### config.mk
export PLATFORM = sky130hd
export DESIGN_NAME = subcode_extractor
export DESIGN_NICKNAME = d
export VERILOG_FILES = /design/src/rtl/subcode_pkg.sv /design/src/rtl/subc_sync_detect.sv /design/src/rtl/subc_pw_shifter.sv /design/src/rtl/subc_q_crc.sv /design/src/rtl/subcode_extractor.sv
export SDC_FILE = /design/constraint.sdc
export NUM_CORES = 1
export LEC_CHECK = 0
export CORE_UTILIZATION = 52
export DETAILED_ROUTE_END_ITERATION = 10
export PLACE_DENSITY = 0.78
export SYNTH_ARGS = -nofsm -noshare
export SYNTH_HDL_FRONTEND = slang
export SYNTH_SLANG_ARGS = --single-unit
### constraint.sdc
create_clock -name clk -period 1.5 [get_ports clk]
set_input_delay 0.3 -clock clk [delete_from_list [all_inputs] [get_ports clk]]
set_output_delay 0.3 -clock clk [all_outputs]
set_load 0.005 [all_outputs]
### src/rtl/subcode_pkg.sv
package subcode_pkg;

  typedef struct packed {
    logic s0;
    logic s1;
  } sync_hit_t;

  // One serial step of an MSB-first CRC register.
  function automatic logic [15:0] crc16_step(input logic [15:0] rem,
                                             input logic        din,
                                             input logic [15:0] poly);
    logic fb;
    fb = rem[15] ^ din;
    return {rem[14:0], 1'b0} ^ (fb ? poly : 16'h0000);
  endfunction

endpackage

### src/rtl/subc_sync_detect.sv
module subc_sync_detect
  import subcode_pkg::*;
#(
  parameter int                WORD_W = 14,
  parameter logic [WORD_W-1:0] S0_PAT = 14'b00100000000001,
  parameter logic [WORD_W-1:0] S1_PAT = 14'b00000000010010
) (
  input  logic              clk,
  input  logic              rst_n,
  input  logic              frame_tick,
  input  logic              sym_valid,
  input  logic [WORD_W-1:0] sym_word,
  output sync_hit_t         hit,
  output logic              strobe_set,
  output logic              blk_strobe,
  output logic              flag_s0,
  output logic              flag_s1
);

  sync_hit_t pend_q, pend_d;
  sync_hit_t flg_q, flg_d;
  logic      strb_q, strb_d;

  always_comb begin
    hit.s0 = sym_valid && (sym_word == S0_PAT);
    hit.s1 = sym_valid && (sym_word == S1_PAT);
  end

  assign strobe_set = frame_tick && (pend_q.s0 || pend_q.s1);

  always_comb begin
    pend_d = pend_q;
    flg_d  = flg_q;
    strb_d = strb_q;
    if (frame_tick) begin
      pend_d = hit;
      strb_d = pend_q.s0 || pend_q.s1;
      flg_d  = pend_q;
    end
  end

  always_ff @(posedge clk or negedge rst_n) begin
    if (!rst_n) begin
      pend_q <= '0;
      flg_q  <= '0;
      strb_q <= 1'b0;
    end else begin
      pend_q <= pend_d;
      flg_q  <= flg_d;
      strb_q <= strb_d;
    end
  end

  assign blk_strobe = strb_q;
  assign flag_s0    = strb_q & flg_q.s0;
  assign flag_s1    = strb_q & flg_q.s1;

endmodule

### src/rtl/subc_pw_shifter.sv
module subc_pw_shifter #(
  parameter int BYTE_W      = 8,
  parameter int SYNC_STAGES = 2
) (
  input  logic              clk,
  input  logic              rst_n,
  input  logic              frame_tick,
  input  logic [BYTE_W-1:0] sub_byte,
  input  logic              shift_clk_in,
  output logic              q_bit,
  output logic              pw_serial
);

  localparam int CHAIN_W = SYNC_STAGES + 1;
  localparam int Q_POS   = BYTE_W - 2;

  logic [CHAIN_W-1:0] chain_q, chain_d;
  logic [BYTE_W-1:0]  byte_q, byte_d;
  logic [BYTE_W-1:0]  sreg_q, sreg_d;
  logic               shift_edge;

  assign chain_d    = {chain_q[CHAIN_W-2:0], shift_clk_in};
  assign shift_edge = chain_q[SYNC_STAGES-1] & ~chain_q[SYNC_STAGES];

  always_comb begin
    byte_d = byte_q;
    sreg_d = sreg_q;
    if (frame_tick) begin
      byte_d = sub_byte;
      sreg_d = sub_byte;
    end else if (shift_edge) begin
      sreg_d = {sreg_q[BYTE_W-2:0], 1'b0};
    end
  end

  always_ff @(posedge clk or negedge rst_n) begin
    if (!rst_n) begin
      chain_q <= '0;
      byte_q  <= '0;
      sreg_q  <= '0;
    end else begin
      chain_q <= chain_d;
      byte_q  <= byte_d;
      sreg_q  <= sreg_d;
    end
  end

  assign q_bit     = byte_q[Q_POS];
  assign pw_serial = sreg_q[BYTE_W-1];

endmodule

### src/rtl/subc_q_crc.sv
module subc_q_crc
  import subcode_pkg::*;
#(
  parameter int          Q_BITS   = 96,
  parameter int          CRC_W    = 16,
  parameter logic [15:0] CRC_POLY = 16'h1021
) (
  input  logic clk,
  input  logic rst_n,
  input  logic frame_tick,
  input  logic sync_any,
  input  logic q_in,
  input  logic strobe_set,
  output logic crc_ok
);

  localparam int             CNT_W    = $clog2(Q_BITS + 2);
  localparam logic [CNT_W-1:0] CNT_FULL = CNT_W'(Q_BITS);
  localparam logic [CNT_W-1:0] CNT_TAIL = CNT_W'(Q_BITS - CRC_W);
  localparam logic [CNT_W-1:0] CNT_MAX  = '1;

  logic [CNT_W-1:0] cnt_q, cnt_d;
  logic [15:0]      rem_q, rem_d;
  logic             verdict_q, verdict_d;
  logic             ok_q, ok_d;
  logic             bit_in;

  // Checksum bits are stored inverted; undo that before they enter the CRC.
  assign bit_in = q_in ^ (cnt_q >= CNT_TAIL);

  always_comb begin
    cnt_d     = cnt_q;
    rem_d     = rem_q;
    verdict_d = verdict_q;
    ok_d      = ok_q;
    if (frame_tick) begin
      if (sync_any) begin
        if (cnt_q != '0) begin
          verdict_d = (cnt_q == CNT_FULL) && (rem_q == 16'h0000);
        end
        cnt_d = '0;
        rem_d = '0;
      end else begin
        if (cnt_q < CNT_FULL) begin
          rem_d = crc16_step(rem_q, bit_in, CRC_POLY);
        end
        if (cnt_q != CNT_MAX) begin
          cnt_d = cnt_q + 1'b1;
        end
      end
      if (strobe_set) begin
        ok_d = verdict_q;
      end
    end
  end

  always_ff @(posedge clk or negedge rst_n) begin
    if (!rst_n) begin
      cnt_q     <= '0;
      rem_q     <= '0;
      verdict_q <= 1'b1;
      ok_q      <= 1'b1;
    end else begin
      cnt_q     <= cnt_d;
      rem_q     <= rem_d;
      verdict_q <= verdict_d;
      ok_q      <= ok_d;
    end
  end

  assign crc_ok = ok_q;

endmodule

### src/rtl/subcode_extractor.sv
module subcode_extractor
  import subcode_pkg::*;
#(
  parameter int                WORD_W      = 14,
  parameter int                BYTE_W      = 8,
  parameter int                Q_BITS      = 96,
  parameter int                CRC_W       = 16,
  parameter logic [15:0]       CRC_POLY    = 16'h1021,
  parameter logic [WORD_W-1:0] S0_PAT      = 14'b00100000000001,
  parameter logic [WORD_W-1:0] S1_PAT      = 14'b00000000010010,
  parameter int                SYNC_STAGES = 2
) (
  input  logic              clk,
  input  logic              rst_n,
  input  logic              frame_tick,
  input  logic              sym_valid,
  input  logic [WORD_W-1:0] sym_word,
  input  logic [BYTE_W-1:0] sub_byte,
  input  logic              shift_clk_in,
  output logic              blk_strobe,
  output logic              flag_s0,
  output logic              flag_s1,
  output logic              q_bit,
  output logic              pw_serial,
  output logic              crc_ok
);

  localparam int Q_POS = BYTE_W - 2;

  logic [1:0] rst_sync_q;
  logic       rst_core_n;
  sync_hit_t  hit;
  logic       strobe_set;

  // Reset asserts at once and releases on the clock.
  always_ff @(posedge clk or negedge rst_n) begin
    if (!rst_n) begin
      rst_sync_q <= '0;
    end else begin
      rst_sync_q <= {rst_sync_q[0], 1'b1};
    end
  end
  assign rst_core_n = rst_sync_q[1];

  subc_sync_detect #(
    .WORD_W(WORD_W), .S0_PAT(S0_PAT), .S1_PAT(S1_PAT)
  ) u_sync (
    .clk(clk), .rst_n(rst_core_n), .frame_tick(frame_tick),
    .sym_valid(sym_valid), .sym_word(sym_word), .hit(hit),
    .strobe_set(strobe_set), .blk_strobe(blk_strobe),
    .flag_s0(flag_s0), .flag_s1(flag_s1)
  );

  subc_pw_shifter #(
    .BYTE_W(BYTE_W), .SYNC_STAGES(SYNC_STAGES)
  ) u_pw (
    .clk(clk), .rst_n(rst_core_n), .frame_tick(frame_tick),
    .sub_byte(sub_byte), .shift_clk_in(shift_clk_in),
    .q_bit(q_bit), .pw_serial(pw_serial)
  );

  subc_q_crc #(
    .Q_BITS(Q_BITS), .CRC_W(CRC_W), .CRC_POLY(CRC_POLY)
  ) u_crc (
    .clk(clk), .rst_n(rst_core_n), .frame_tick(frame_tick),
    .sync_any(hit.s0 | hit.s1), .q_in(sub_byte[Q_POS]),
    .strobe_set(strobe_set), .crc_ok(crc_ok)
  );

endmodule

### Word level (Yosys, flattened, before mapping)

Cells that the tools add are included.

| cells by class | value |
|---|---|
| multipliers | 0 |
| magnitude comparators | 2 |
| bitwise gates (word level) | 8 |
| reductions and logical operators | 14 |
| equal/unequal tests | 4 |
| muxes and demuxes | 7 |
| $add $sub $neg | 1 |
| shift-type cells | 0 |
| div/mod/pow operators | 0 |

Operators by type and width:

| operator | count |
|---|---|
| $mux W16 | 2 |
| $logic_not A16 Y1 | 1 |
| $mux W8 | 2 |
| $xor A16 B16 Y16 | 1 |
| $eq A14 B12 Y1 const B | 1 |
| $eq A14 B5 Y1 const B | 1 |
| $mux W7 | 2 |
| $mux W13 | 1 |
| $add A7 B1 Y7 const B | 1 |
| $eq A7 B7 Y1 const B | 1 |
| $ge A7 B7 Y1 const B | 1 |
| $lt A7 B7 Y1 const B | 1 |
| $ne A7 B7 Y1 const B | 1 |
| $reduce_bool A7 Y1 | 1 |
| $reduce_and A2 Y1 | 3 |
| $reduce_bool A2 Y1 | 3 |
| $logic_and A1 B1 Y1 | 4 |
| $and A1 B1 Y1 | 3 |
| $reduce_and A3 Y1 | 1 |
| $xor A1 B1 Y1 | 2 |
| $logic_or A1 B1 Y1 | 1 |
| $not A1 Y1 | 1 |
| $or A1 B1 Y1 | 1 |

| storage, ports and cells | value |
|---|---|
| flip-flop bits (word level) | 50 |
| memories | 0 |
| ROM bits | 0 |
| RAM bits | 0 |
| output and inout bits | 6 |
| latch bits | 0 |

### Depth between registers and ports, before layout

Gate-level depths: netlist of the first run.

| logic depth | value |
|---|---|
| word-level depth | 7 |
| gate-level depth with buffers | 5 |
| mapped depth without buffers | 5 |

### Hierarchy

From an unflattened synthesis of the first run, not the netlist that was laid out.

| unflattened totals | value |
|---|---|
| cells, all modules | 218 |
| area, all modules | 2293.4 um^2 |

Modules (own cells, without submodules):

| module | instances | cells each | area an instance (um^2) |
|---|---|---|---|
| subc_q_crc | 1 | 137 | 1347.5 |
| subc_pw_shifter | 1 | 49 | 600.6 |
| subc_sync_detect | 1 | 28 | 285.3 |
| subcode_extractor | 1 | 4 | 60.1 |

### Worst setup path before layout of the first run

No wires, ideal clock.

| path | value |
|---|---|
| path type | register to register |
| start point | register u_crc.cnt_q[0] |
| end point | register u_crc.cnt_q[5] |
| cell stages (with the launch flop) | 6 |
| clock period less this slack | 1.568 ns |
| data arrival time | 1.491 ns |
| setup slack | -0.068 ns |
| path through | dfrtp_1 -> ha_1 -> nand4_1 -> o21ai_2 -> or4_1 -> a21oi_1 |

| on the way | value |
|---|---|
| longest elaborated chain between the ends | 3 |
| elaborated cells on any way between the ends | 6 |

Ends and longest elaborated chain:

| element | RTL line | RTL |
|---|---|---|
| start: declaration | subc_q_crc.sv:22 | `logic [CNT_W-1:0] cnt_q, cnt_d;` |
| start signal: assignment | subc_q_crc.sv:64 | `cnt_q <= cnt_d;` |
| $add A7 B1 Y7 or $ne A7 B7 Y1 (tied branches) | subc_q_crc.sv:48, subc_q_crc.sv:47 |  |
| $mux W7 or $reduce_bool A2 Y1 (tied branches) | n/a |  |
| $mux W7 or $reduce_and A2 Y1 (tied branches) | n/a |  |

Several ways; a longest one is shown, not always the timed one. The select of a mux whose other input is x is not followed.
A chain may end at the register's enable or synchronous reset.

### Worst setup path in the final report of the first run

| path | value |
|---|---|
| start point | register u_crc.cnt_q[3] |
| end point | register u_crc.verdict_q |

| on the way | value |
|---|---|
| longest elaborated chain between the ends | 2 |
| elaborated cells on any way between the ends | 4 |

Ends and longest elaborated chain:

| element | RTL line | RTL |
|---|---|---|
| $reduce_bool A7 Y1 or $eq A7 B7 Y1 (tied branches) | subc_q_crc.sv:38, subc_q_crc.sv:39 |  |
| $reduce_and A3 Y1 (no source line) or $logic_and A1 B1 Y1 (tied branches) | n/a |  |
| end signal: assignment | subc_q_crc.sv:66 | `verdict_q <= verdict_d;` |
| end: declaration | subc_q_crc.sv:24 | `logic verdict_q, verdict_d;` |

Several ways; a longest one is shown, not always the timed one.

==> results of run 1 <==
-- routing by layer --
| layer | vias to the layer above | share of wire (%) | GRT usage, % |
|---|---|---|---|
| li1 | 707 | - | - |
| met1 | 739 | 44 | 29.3 |
| met2 | 34 | 49 | 38.0 |
| met3 | 8 | 4.7 | 7.61 |
| met4 | 0 | 1.6 | 7.95 |
| met5 | - | 0 | 0 |
-- logic make-up after synthesis --
group,synth area share [%]
buf+inv,3.80
xor+xnor,3.11
simple gates,14.3
compound gates,15.6
fa+ha+maj,1.27
other cells,0.190
mux,5.83
flops,55.9
-- placed cells by master (no fill, tap or decap), drive strengths merged, types with 2 or more instances in the layout --
| cell type | n |
|---|---|
| nand4 | 2 |
| xor2 | 2 |
| dlymetal6s2s | 5 |
| nor4 | 4 |
| o21ai | 15 |
| buf | 16 |
| nand2 | 14 |
| a22o | 15 |
| clkdlybuf4s50 | 13 |
| clkbuf | 6 |
| nor3 | 5 |
| o22ai | 2 |
| dlygate4sd2 | 14 |
| xnor2 | 5 |
| and2 | 3 |
| o211ai | 2 |
| ha | 2 |
| or4 | 2 |
| dfstp | 2 |
| dfrtp | 42 |
| inv | 8 |
| mux2 | 4 |
| nand3 | 4 |
| and4bb | 2 |
| mux2i | 7 |
| nor2 | 7 |
-- layout make-up --
cell class              instances  area share [%]
clock inverters                 1           0.192
well taps                      48            2.30
clock buffers                   6            2.78
flip-flops and latches         44            42.3
inverters                       8            1.15
repair buffers                 48            17.6
multi-input cells             111            33.7
-- where the power goes --
part           internal, W  total (W)  leakage [nW]  switching, W
Sequential         0.00141    0.00163         0.550      0.000227
Clock             0.000316   0.000675        0.0410      0.000359
Combinational     0.000443   0.000819         0.624      0.000376
Total              0.00217    0.00313          1.21      0.000962
-- worst max path at each step --
| stage | startpoint | end | slack, ps | depth (start not counted) |
|---|---|---|---|---|
| 3_3_place_gp | sym_word[7] | u_crc.cnt_q[1] | -510 | 5 |
| 6_report | u_crc.cnt_q[3] | u_crc.verdict_q | 1 | 4 |
| 2_1_floorplan | sym_word[3] | u_crc.rem_q[10] | 50 | 5 |
| 5_1_grt | u_crc.cnt_q[1] | u_crc.cnt_q[3] | -40 | 6 |
| 4_1_cts | sym_word[12] | u_crc.cnt_q[1] | -3 | 7 |
| 3_5_place_dp | sym_word[7] | u_crc.cnt_q[1] | -530 | 5 |
-- stage by stage --
stage          hold WS [ps]  setup TNS, ps  setup slack, ps
6_report                172              0            0.981
5_1_grt                 169           -302            -41.7
4_1_cts                 172          -2.56            -2.56
3_5_place_dp            330         -12250             -529
3_3_place_gp            310         -11240             -507
2_1_floorplan          4.41              0             51.1
-- cell usage after synthesis (3+ instances only) --
cell | number | area share [%]
a22o_1 | 15 | 6.7
inv_1 | 8 | 1.5
nor2_1 | 5 | 0.95
mux2i_1 | 7 | 3.6
mux2_2 | 3 | 1.7
buf_2 | 3 | 0.76
nor3_1 | 5 | 1.3
o21ai_0 | 12 | 3.0
xnor2_1 | 5 | 2.2
nand2_1 | 13 | 2.5
nand3_1 | 4 | 1.0
nor4_1 | 3 | 0.95
dfrtp_1 | 42 | 53
-- flip-flops by register name, indices dropped and copies added (netlist names) --
| signal | cells |
|---|---|
| rst_sync_q | 2 |
| u_pw.chain_q | 3 |
| u_sync.pend_q | 2 |
| u_crc.rem_q | 16 |
| u_crc.crc_ok | 1 |
| u_crc.cnt_q | 7 |
| u_crc.verdict_q | 1 |
| u_sync.flg_q | 2 |
| u_pw.byte_q | 1 |
| u_sync.blk_strobe | 1 |
| u_pw.sreg_q | 8 |
-- what timing repair did --
| action | in CTS | in global routing |
|---|---|---|
| hold endpoints to repair | 0 | 0 |
| setup buffers | 3 | 2 |
| gates resized for setup | 23 | 15 |
| gates cloned | 2 | 0 |
| pin swaps | 11 | 10 |
| setup endpoints to repair | 26 | 25 |
==> run_summary.xml, run 1 <==
<?xml version="1.0" encoding="UTF-8"?>
<metrics>
  <group name="status">
    <metric name="run_status" unit="">complete, no violations</metric>
  </group>
  <group name="worst_setup_path">
    <metric name="worst_path_largest_cell_delay" unit="ps">450</metric>
    <metric name="rr_endpoint" unit="">u_crc.verdict_q</metric>
    <metric name="setup_crit_path_kind" unit="">flip-flop to flip-flop</metric>
    <metric name="crit_path_max_fanout" unit="">6</metric>
    <metric name="path_buf_inv" unit="">0</metric>
    <metric name="worst_setup_path_start_kind" unit="">flip-flop</metric>
    <metric name="cpLargestDelayFamily" unit="">simple AND/OR/NAND/NOR gates</metric>
    <metric name="worstRegToRegCells" unit="">4</metric>
    <metric name="critical_path.cell_chain" unit="">nor3_1, nand4_1, nor3_2, mux2_4</metric>
    <metric name="critical_path.slowest_cell" unit="">dfrtp_1</metric>
    <metric name="rr_startpoint" unit="">u_crc.cnt_q[3]</metric>
    <metric name="setup.reg_to_reg.worst_slack" unit="ps">1</metric>
    <metric name="end_kind" unit="">flip-flop</metric>
    <metric name="worst-endpoint-arrival" unit="ps">1740</metric>
    <metric name="critical_path_required" unit="ps">1740</metric>
  </group>
  <group name="cells_and_area">
    <metric name="antenna-diode-count" unit="">0</metric>
    <metric name="fraction_of_layout_cells_with_a_size_suffix_above_1" unit="%">22.5</metric>
    <metric name="fillers" unit="">257</metric>
    <metric name="final_cell_area" unit="sq um">2610</metric>
    <metric name="area_growth_syn_to_layout" unit="%">32.3</metric>
    <metric name="fin_cells" unit="">266</metric>
    <metric name="multiInputGateArea" unit="sq um">881</metric>
    <metric name="utilization_after_layout" unit="%">71.3</metric>
    <metric name="final_net_count" unit="">247</metric>
    <metric name="seqCellArea" unit="sq um">1100</metric>
  </group>
  <group name="routing">
    <metric name="drtAntennaViolNets" unit="">0</metric>
    <metric name="post-route-drc-count" unit="">0</metric>
    <metric name="routed_wirelength" unit="mm">4.20</metric>
    <metric name="drt_first_pass_iters" unit="">4</metric>
    <metric name="routed_wire_length_per_instance" unit="microns">15.8</metric>
    <metric name="vias" unit="">1488</metric>
    <metric name="detail_route.vias_per_cell" unit="">5.59</metric>
    <metric name="drt_first_iter_violations" unit="">77</metric>
  </group>
  <group name="cts">
    <metric name="cts-root-buf" unit="">clkbuf_8</metric>
    <metric name="buffer_levels_on_the_longest_clock_path" unit="">2</metric>
    <metric name="numCtsBuffers" unit="">5</metric>
    <metric name="worstSkewPairLatency" unit="ps">300</metric>
    <metric name="cts-htree-levels" unit="">2</metric>
    <metric name="ctsHoldBuffers" unit="">0</metric>
    <metric name="clock_sink_count" unit="">44</metric>
    <metric name="cts_tree" unit="">yes</metric>
    <metric name="clk_slew_on_worst_s_h_paths" unit="ps">70</metric>
  </group>
  <group name="die">
    <metric name="core-area" unit="sq um">3660</metric>
    <metric name="io_pins" unit="">33</metric>
    <metric name="initial_utilization" unit="%">53.9</metric>
    <metric name="die_area" unit="sq um">4040</metric>
    <metric name="placement_rows" unit="">22</metric>
    <metric name="chip_height" unit="microns">63.6</metric>
    <metric name="fp.dieW" unit="microns">63.6</metric>
  </group>
  <group name="logic_synthesis">
    <metric name="synth.distinct_cells" unit="">46</metric>
    <metric name="synthesis.area_per_instance" unit="sq um">11.7</metric>
    <metric name="syn-cell-area" unit="sq um">1970</metric>
    <metric name="netlist_instances" unit="">168</metric>
    <metric name="synthArstFlopShare" unit="%">100</metric>
    <metric name="ys.flop_type" unit="">dfrtp_1</metric>
    <metric name="post_synthesis_sequential_element_count" unit="">44</metric>
    <metric name="synth.net_count" unit="">197</metric>
    <metric name="seq_area_frac_synth" unit="%">55.9</metric>
    <metric name="ys_warn_count" unit="">0</metric>
    <metric name="synth_enable_flop_cells" unit="">0</metric>
  </group>
  <group name="timing">
    <metric name="timing.final.crit_share" unit="%">99.9</metric>
    <metric name="fmax" unit="GHz">0.667</metric>
    <metric name="grt_setup_unrepaired" unit="">true</metric>
    <metric name="clock_skew" unit="ps">8.43</metric>
    <metric name="timing_hold_violations_final" unit="">0</metric>
    <metric name="timing_max_transition_violations_final" unit="">0</metric>
    <metric name="setup-violations-final" unit="">0</metric>
    <metric name="tmin_final" unit="ps">1500</metric>
  </group>
  <group name="grt">
    <metric name="grt_first_pass_wirelength" unit="mm">7.12</metric>
    <metric name="antenna_found_initial" unit="">0</metric>
    <metric name="globalRoute.totalOverflow" unit="">0</metric>
    <metric name="maximum_number_of_pins_on_one_net_before_global_route_repair" unit="">43</metric>
    <metric name="grt_use_total" unit="%">23.4</metric>
    <metric name="vias_in_the_first_global_route" unit="">1572</metric>
  </group>
  <group name="worst_hold_path">
    <metric name="hold_path_class" unit="">input port to async pin</metric>
  </group>
  <group name="power_and_ir_drop">
    <metric name="static-leakage-power" unit="nW">1.21</metric>
    <metric name="totalPowerFinal" unit="W">0.00313</metric>
    <metric name="total_power_divided_by_cell_area" unit="nW/um^2">1200</metric>
    <metric name="vdd_ir_drop_max" unit="uV">991</metric>
  </group>
  <group name="run">
    <metric name="drv_cap" unit="">0</metric>
  </group>
  <group name="place">
    <metric name="post-dp-hpwl" unit="mm">2.80</metric>
    <metric name="placement.io_buffers" unit="">32</metric>
    <metric name="placed_area" unit="sq um">2440</metric>
    <metric name="cell_count_post_placement" unit="">255</metric>
    <metric name="gpl.final_weighted_congestion" unit="">0.808</metric>
  </group>
</metrics>
Note: power is estimated with default switching activity, not from simulation.
==> run 2: changes to the inputs <==
--- a/config.mk
+++ b/config.mk
@@ -7,6 +7,7 @@
 export LEC_CHECK = 0
 export CORE_UTILIZATION = 52
 export DETAILED_ROUTE_END_ITERATION = 10
+export MAX_ROUTING_LAYER = met4
 export PLACE_DENSITY = 0.78
 export SYNTH_ARGS = -nofsm -noshare
 export SYNTH_HDL_FRONTEND = slang
==> constraint.sdc (replaced) <==
create_clock -name clk -period 1.5 [get_ports clk]
set_input_delay 0.375 -clock clk [delete_from_list [all_inputs] [get_ports clk]]
set_output_delay 0.375 -clock clk [all_outputs]
set_load 0.005 [all_outputs]
==> run 2 against run 1 <==
  * Sequential cell count unchanged
  * Combinational power increased by 8.1%
  * Via count increased by 5.2%
  * Non-clock buffer count increased by 13
  * Design area increased by 4.1%
  * Global-route usage increased by 3.3 points
  * Cell count increased by 4.5%
  * Power increased by 4.6%
  * Clock skew increased by 1.2 ps
  * Hold slack improved by 62 ps
  * Register-to-register slack improved by 30 ps
  * Routed wire length increased by 10%
  * Largest power group unchanged
==> run_summary.xml, run 2 (same netlist as run 1, synthesis figures left out) <==
<?xml version="1.0" encoding="UTF-8"?>
<metrics>
  <group name="worst_setup_path">
    <metric name="setup.reg_to_reg.worst_slack" unit="ps">30</metric>
    <metric name="crit_path_max_fanout" unit="">3</metric>
    <metric name="worst-endpoint-arrival" unit="ps">1660</metric>
    <metric name="end_kind" unit="">flip-flop</metric>
    <metric name="critical_path_required" unit="ps">1690</metric>
    <metric name="setup_crit_path_kind" unit="">flip-flop to flip-flop</metric>
    <metric name="worst_setup_path_start_kind" unit="">flip-flop</metric>
  </group>
  <group name="routing">
    <metric name="drt_first_iter_violations" unit="">39</metric>
    <metric name="detail_route.vias_per_cell" unit="">5.63</metric>
    <metric name="drt_first_pass_iters" unit="">4</metric>
    <metric name="routed_wire_length_per_instance" unit="microns">16.7</metric>
    <metric name="post-route-drc-count" unit="">0</metric>
    <metric name="routed_wirelength" unit="mm">4.63</metric>
    <metric name="vias" unit="">1565</metric>
    <metric name="drtAntennaViolNets" unit="">0</metric>
  </group>
  <group name="die">
    <metric name="core-area" unit="sq um">3660</metric>
    <metric name="initial_utilization" unit="%">53.9</metric>
    <metric name="fp.dieW" unit="microns">63.6</metric>
    <metric name="io_pins" unit="">33</metric>
    <metric name="placement_rows" unit="">22</metric>
    <metric name="chip_height" unit="microns">63.6</metric>
    <metric name="die_area" unit="sq um">4040</metric>
  </group>
  <group name="cts">
    <metric name="ctsHoldBuffers" unit="">0</metric>
    <metric name="clk_slew_on_worst_s_h_paths" unit="ps">90</metric>
    <metric name="cts-htree-levels" unit="">2</metric>
    <metric name="buffer_levels_on_the_longest_clock_path" unit="">2</metric>
    <metric name="cts_tree" unit="">yes</metric>
    <metric name="worstSkewPairLatency" unit="ps">300</metric>
    <metric name="cts-root-buf" unit="">clkbuf_8</metric>
    <metric name="numCtsBuffers" unit="">5</metric>
    <metric name="clock_sink_count" unit="">44</metric>
  </group>
  <group name="timing">
    <metric name="slew_headroom" unit="%">65.7</metric>
    <metric name="worst_slew_pin_slew" unit="ps">514</metric>
    <metric name="tmin_final" unit="ps">1470</metric>
    <metric name="fmax" unit="GHz">0.679</metric>
    <metric name="timing.final.crit_share" unit="%">98.2</metric>
    <metric name="timing_hold_violations_final" unit="">0</metric>
    <metric name="grt_setup_unrepaired" unit="">true</metric>
    <metric name="setup-violations-final" unit="">0</metric>
    <metric name="timing_max_transition_violations_final" unit="">0</metric>
    <metric name="clock_skew" unit="ps">9.62</metric>
  </group>
  <group name="status">
    <metric name="run_status" unit="">complete, no violations</metric>
  </group>
  <group name="cells_and_area">
    <metric name="area_growth_syn_to_layout" unit="%">37.7</metric>
    <metric name="fraction_of_layout_cells_with_a_size_suffix_above_1" unit="%">33.5</metric>
    <metric name="final_net_count" unit="">258</metric>
    <metric name="antenna-diode-count" unit="">0</metric>
    <metric name="final_cell_area" unit="sq um">2720</metric>
    <metric name="utilization_after_layout" unit="%">74.2</metric>
    <metric name="layout_commonest_cell" unit="">dfrtp_1</metric>
    <metric name="largest_registers" unit="">u_crc.rem_q (16), u_pw.sreg_q (8), u_crc.cnt_q (7)</metric>
    <metric name="max_flop_register" unit="">u_crc.rem_q</metric>
    <metric name="fin_cells" unit="">278</metric>
    <metric name="max_reg_flops" unit="">16</metric>
    <metric name="layout_common_cells" unit="">dfrtp_1, buf_4, a22o_1, nand2_1</metric>
  </group>
  <group name="run">
    <metric name="drv_cap" unit="">0</metric>
  </group>
  <group name="place">
    <metric name="cell_count_post_placement" unit="">256</metric>
    <metric name="placement.io_buffers" unit="">32</metric>
    <metric name="post-dp-hpwl" unit="mm">3.00</metric>
    <metric name="gpl.final_weighted_congestion" unit="">0.901</metric>
    <metric name="placed_area" unit="sq um">2440</metric>
  </group>
  <group name="grt">
    <metric name="antenna_found_initial" unit="">0</metric>
    <metric name="vias_in_the_first_global_route" unit="">1689</metric>
    <metric name="maximum_number_of_pins_on_one_net_before_global_route_repair" unit="">43</metric>
    <metric name="grt_first_pass_wirelength" unit="mm">7.83</metric>
    <metric name="grt_use_total" unit="%">26.7</metric>
    <metric name="globalRoute.totalOverflow" unit="">0</metric>
  </group>
  <group name="power_and_ir_drop">
    <metric name="total_power_divided_by_cell_area" unit="nW/um^2">1200</metric>
    <metric name="totalPowerFinal" unit="W">0.00327</metric>
    <metric name="static-leakage-power" unit="nW">1.26</metric>
    <metric name="vdd_ir_drop_max" unit="uV">740</metric>
  </group>
  <group name="worst_hold_path">
    <metric name="hold_path_class" unit="">input port to async pin</metric>
  </group>
</metrics>
[run 2: final timing paths]
| path | startpoint | endpoint | cells past startpoint |
|---|---|---|---|
| worst max-delay path | u_crc.cnt_q[1] | u_crc.cnt_q[2] | 6 |
| worst min-delay path | rst_n | rst_sync_q[0] | 1 |
| worst max register to register | u_crc.cnt_q[1] | u_crc.cnt_q[2] | 6 |
| worst min register to register | rst_sync_q[1] | u_crc.cnt_q[0] | 1 |
| max in group asynchronous | rst_sync_q[1] | u_crc.crc_ok | 1 |
| min in group clk | u_pw.chain_q[0] | u_pw.chain_q[1] | 0 |
[run 2: metal layers]
metal | GRT usage (%) | wire [microns] | vias up
met5 | - | 0 | -
met4 | 12.8 | 104 | 0
met2 | 44.0 | 2490 | 35
li1 | - | - | 728
met1 | 29.2 | 1860 | 791
met3 | 8.33 | 183 | 11
[run 2: critical path, cell delays in order, from the launching register on]
cell	delay, ps
dfrtp_1	420
ha_4	170
nand4_1	140
buf_4	190
o211ai_1	200
xor2_1	190
nor2_1	60
[run 2: final cells by class]
class                      instances  area, sq um
timing repair buffer              61          529
clock buffer                       5         68.8
multi-input combinational        109          907
inverter                           8         30.0
fill                             233          943
clock inverter                     3         18.8
sequential                        44         1100
tap                               48         60.1
[run 2: stage by stage]
stage / hold WS (ps) / TNS [ps] / setup WS, ps
final: 234 / 0 / 26.5
after global routing: 236 / -94.7 / -33.7
after CTS: 226 / 0 / 6.09
after detailed placement: 319 / -14940 / -598
after global placement: 313 / -13710 / -540
after floorplan: 79.4 / 0 / 5.17
[run 2: power breakdown]
group	total [W]	internal, W	switching, W
combinational	0.000885	0.000479	0.000406
sequential	0.00166	0.00140	0.000253
clock	0.000727	0.000324	0.000403
total	0.00327	0.00221	0.00106
[run 2: repair_timing]
item / CTS / global route
gates cloned: 1 / 0
gates resized for setup: 42 / 32
buffers inserted: 12 / 5
pin swaps: 10 / 13
setup endpoints to repair: 29 / 31
==> run 3: changes to the inputs <==
==> constraint.sdc (replaced) <==
create_clock -name clk -period 1.6 [get_ports clk]
set_input_delay 0.4 -clock clk [delete_from_list [all_inputs] [get_ports clk]]
set_output_delay 0.4 -clock clk [all_outputs]
set_load 0.005 [all_outputs]
==> run 3 against run 2 <==
  * The flow now finishes with violations (negative setup slack)
  * Clock skew shrank 4.3 ps
  * Sequential share of layout area shrank 0.37 points
  * Critical path type is now input port to flip-flop
  * Sequential power decreased by 8%
  * Register-to-register slack improved by 40 ps
  * Largest cell class unchanged
  * Power is 4.8% lower
  * Design area rose by 0.92%
  * Worst setup slack worse by 69 ps
==> run_summary.xml, run 3 (same netlist as run 1, synthesis figures left out) <==
<?xml version="1.0" encoding="UTF-8"?>
<metrics>
  <group name="status">
    <metric name="run_status" unit="">finished, violations left</metric>
    <metric name="failing_checks" unit="">negative setup slack</metric>
  </group>
  <group name="cells_and_area">
    <metric name="final_cell_area" unit="sq um">2740</metric>
    <metric name="largest_registers" unit="">u_crc.rem_q (16), u_pw.sreg_q (8), u_crc.cnt_q (7)</metric>
    <metric name="fraction_of_layout_cells_with_a_size_suffix_above_1" unit="%">26.0</metric>
    <metric name="final_net_count" unit="">263</metric>
    <metric name="max_flop_register" unit="">u_crc.rem_q</metric>
    <metric name="max_reg_flops" unit="">16</metric>
    <metric name="antenna-diode-count" unit="">0</metric>
    <metric name="layout_commonest_cell" unit="">dfrtp_1</metric>
    <metric name="layout_common_cells" unit="">dfrtp_1, buf_4, a22o_1, nand2_1</metric>
    <metric name="area_growth_syn_to_layout" unit="%">39.0</metric>
  </group>
  <group name="routing">
    <metric name="routed_wirelength" unit="mm">5.03</metric>
    <metric name="post-route-drc-count" unit="">0</metric>
    <metric name="vias" unit="">1615</metric>
    <metric name="drt_first_iter_violations" unit="">95</metric>
    <metric name="drtAntennaViolNets" unit="">0</metric>
    <metric name="routed_wire_length_per_instance" unit="microns">17.8</metric>
    <metric name="drt_first_pass_iters" unit="">5</metric>
    <metric name="detail_route.vias_per_cell" unit="">5.71</metric>
  </group>
  <group name="cts">
    <metric name="buffer_levels_on_the_longest_clock_path" unit="">2</metric>
    <metric name="clk_slew_on_worst_s_h_paths" unit="ps">90</metric>
    <metric name="clock_sink_count" unit="">44</metric>
    <metric name="cts-htree-levels" unit="">2</metric>
    <metric name="numCtsBuffers" unit="">5</metric>
    <metric name="cts-root-buf" unit="">clkbuf_8</metric>
    <metric name="ctsHoldBuffers" unit="">0</metric>
    <metric name="cts_tree" unit="">yes</metric>
    <metric name="worstSkewPairLatency" unit="ps">310</metric>
  </group>
  <group name="timing">
    <metric name="timing.final.crit_share" unit="%">103</metric>
    <metric name="worst_slew_pin_slew" unit="ps">509</metric>
    <metric name="fin_ws" unit="ps">-42.2</metric>
    <metric name="timing_max_transition_violations_final" unit="">0</metric>
    <metric name="tmin_final" unit="ps">1640</metric>
    <metric name="setup-violations-final" unit="">5</metric>
    <metric name="timing_hold_violations_final" unit="">0</metric>
    <metric name="slew_headroom" unit="%">66.1</metric>
    <metric name="clock_skew" unit="ps">5.28</metric>
    <metric name="fmax" unit="GHz">0.609</metric>
  </group>
  <group name="die">
    <metric name="die_area" unit="sq um">4040</metric>
    <metric name="initial_utilization" unit="%">53.9</metric>
    <metric name="chip_height" unit="microns">63.6</metric>
    <metric name="fp.dieW" unit="microns">63.6</metric>
    <metric name="placement_rows" unit="">22</metric>
    <metric name="core-area" unit="sq um">3660</metric>
    <metric name="io_pins" unit="">33</metric>
  </group>
  <group name="place">
    <metric name="placed_area" unit="sq um">2450</metric>
    <metric name="pre_cts_ws" unit="ps">-477</metric>
    <metric name="gpl.final_weighted_congestion" unit="">0.809</metric>
    <metric name="post-dp-hpwl" unit="mm">2.98</metric>
    <metric name="placement.io_buffers" unit="">32</metric>
  </group>
  <group name="power_and_ir_drop">
    <metric name="static-leakage-power" unit="nW">1.31</metric>
    <metric name="totalPowerFinal" unit="W">0.00311</metric>
    <metric name="total_power_divided_by_cell_area" unit="nW/um^2">1130</metric>
    <metric name="vdd_ir_drop_max" unit="uV">781</metric>
  </group>
  <group name="worst_setup_path">
    <metric name="setup_crit_path_kind" unit="">input port to flip-flop</metric>
    <metric name="critical_path.slowest_cell" unit="">o2111a_2</metric>
    <metric name="worst-endpoint-arrival" unit="ps">1840</metric>
    <metric name="worst_path_largest_cell_delay" unit="ps">390</metric>
    <metric name="worst_setup_path_start_kind" unit="">input port</metric>
    <metric name="critical_path_required" unit="ps">1800</metric>
    <metric name="critical_path.cell_chain" unit="">clkdlybuf4s15_1, nor4_2, o2111a_2, buf_12, o21ai_4, a22o_1</metric>
    <metric name="end_kind" unit="">flip-flop</metric>
    <metric name="crit_path_max_fanout" unit="">8</metric>
  </group>
  <group name="grt">
    <metric name="maximum_number_of_pins_on_one_net_before_global_route_repair" unit="">43</metric>
    <metric name="vias_in_the_first_global_route" unit="">1714</metric>
    <metric name="globalRoute.totalOverflow" unit="">0</metric>
    <metric name="antenna_found_initial" unit="">0</metric>
    <metric name="grt_use_total" unit="%">27.3</metric>
    <metric name="grt_first_pass_wirelength" unit="mm">8.02</metric>
  </group>
  <group name="worst_hold_path">
    <metric name="hold_path_class" unit="">input port to async pin</metric>
  </group>
  <group name="run">
    <metric name="drv_cap" unit="">0</metric>
  </group>
</metrics>
==> run 3: cell count changes in the layout (fill, tap and decap cells not counted), sizes merged <==
cell	delta
clkbuf	-10
dlymetal6s2s	+5
buf	+4
clkinv	-3
clkdlybuf4s50	+2
dlygate4sd2	+2
bufinv	+1
clkdlybuf4s15	+1
clkinvlp	+1
inv	+1
o21ai	+1
==> run 3: through the flow <==
step / hold slack (ps) / util [%] / setup TNS [ps] / cells
2_1_floorplan: 104 / - / 0 / 168
4_1_cts: 245 / 73.0 / 0 / 279
3_3_place_gp: 309 / 66.8 / -10090 / 256
3_5_place_dp: 316 / 66.8 / -10980 / 256
6_report: 237 / 74.9 / -93.8 / 283
5_1_grt: 248 / 74.9 / -1770 / 283
==> run 3: worst paths after layout <==
path | from | to | slack, ps | depth (start not counted)
worst max register to register | u_crc.cnt_q[0] | u_crc.cnt_q[5] | 70 | 5
worst min-delay path | rst_n | rst_sync_q[1] | 240 | 1
min in group clk | u_pw.chain_q[0] | u_pw.chain_q[1] | 360 | 0
max in group asynchronous | rst_sync_q[1] | u_crc.crc_ok | 930 | 1
worst max-delay path | sym_word[6] | u_crc.rem_q[12] | -40 | 6
worst min register to register | rst_sync_q[1] | u_crc.cnt_q[2] | 300 | 1
==> run 3: area by class of cell <==
| cell class | instances | area [sq um] |
|---|---|---|
| flip-flops and latches | 44 | 1100 |
| fillers | 228 | 918 |
| multi-input cells | 110 | 841 |
| repair buffers | 65 | 593 |
| clock buffers | 5 | 68.8 |
| well taps | 48 | 60.1 |
| clock inverters | 3 | 46.3 |
| inverters | 8 | 30.0 |
==> run 3: repair_timing <==
action / in CTS / in global routing
pin swaps: 10 / 9
resized for setup: 17 / 17
gates cloned: 1 / 0
endpoints found under the setup margin: 27 / 28
buffers inserted: 15 / 4
==> run 3: metal layers <==
metal | global-route usage (%) | wire, microns | share of wire (%) | vias to the layer above
li1 | - | - | - | 744
met1 | 30.5 | 2030 | 40 | 799
met4 | 15.6 | 141 | 2.8 | 0
met2 | 45.9 | 2640 | 52 | 56
met3 | 4.53 | 222 | 4.4 | 16
met5 | - | 0 | 0 | -
==> run 3: worst max-delay path, delay by kind of cell <==
family          cells  cell delay, ps
compound gates      3             720
simple gates        1             380
buf+inv             2             330
==> run 3: where the power goes <==
part | internal (W) | total, W | switching (W)
Clock | 0.000470 | 0.000879 | 0.000409
Sequential | 0.00132 | 0.00152 | 0.000200
Combinational | 0.000387 | 0.000716 | 0.000329
Total | 0.00217 | 0.00311 | 0.000939
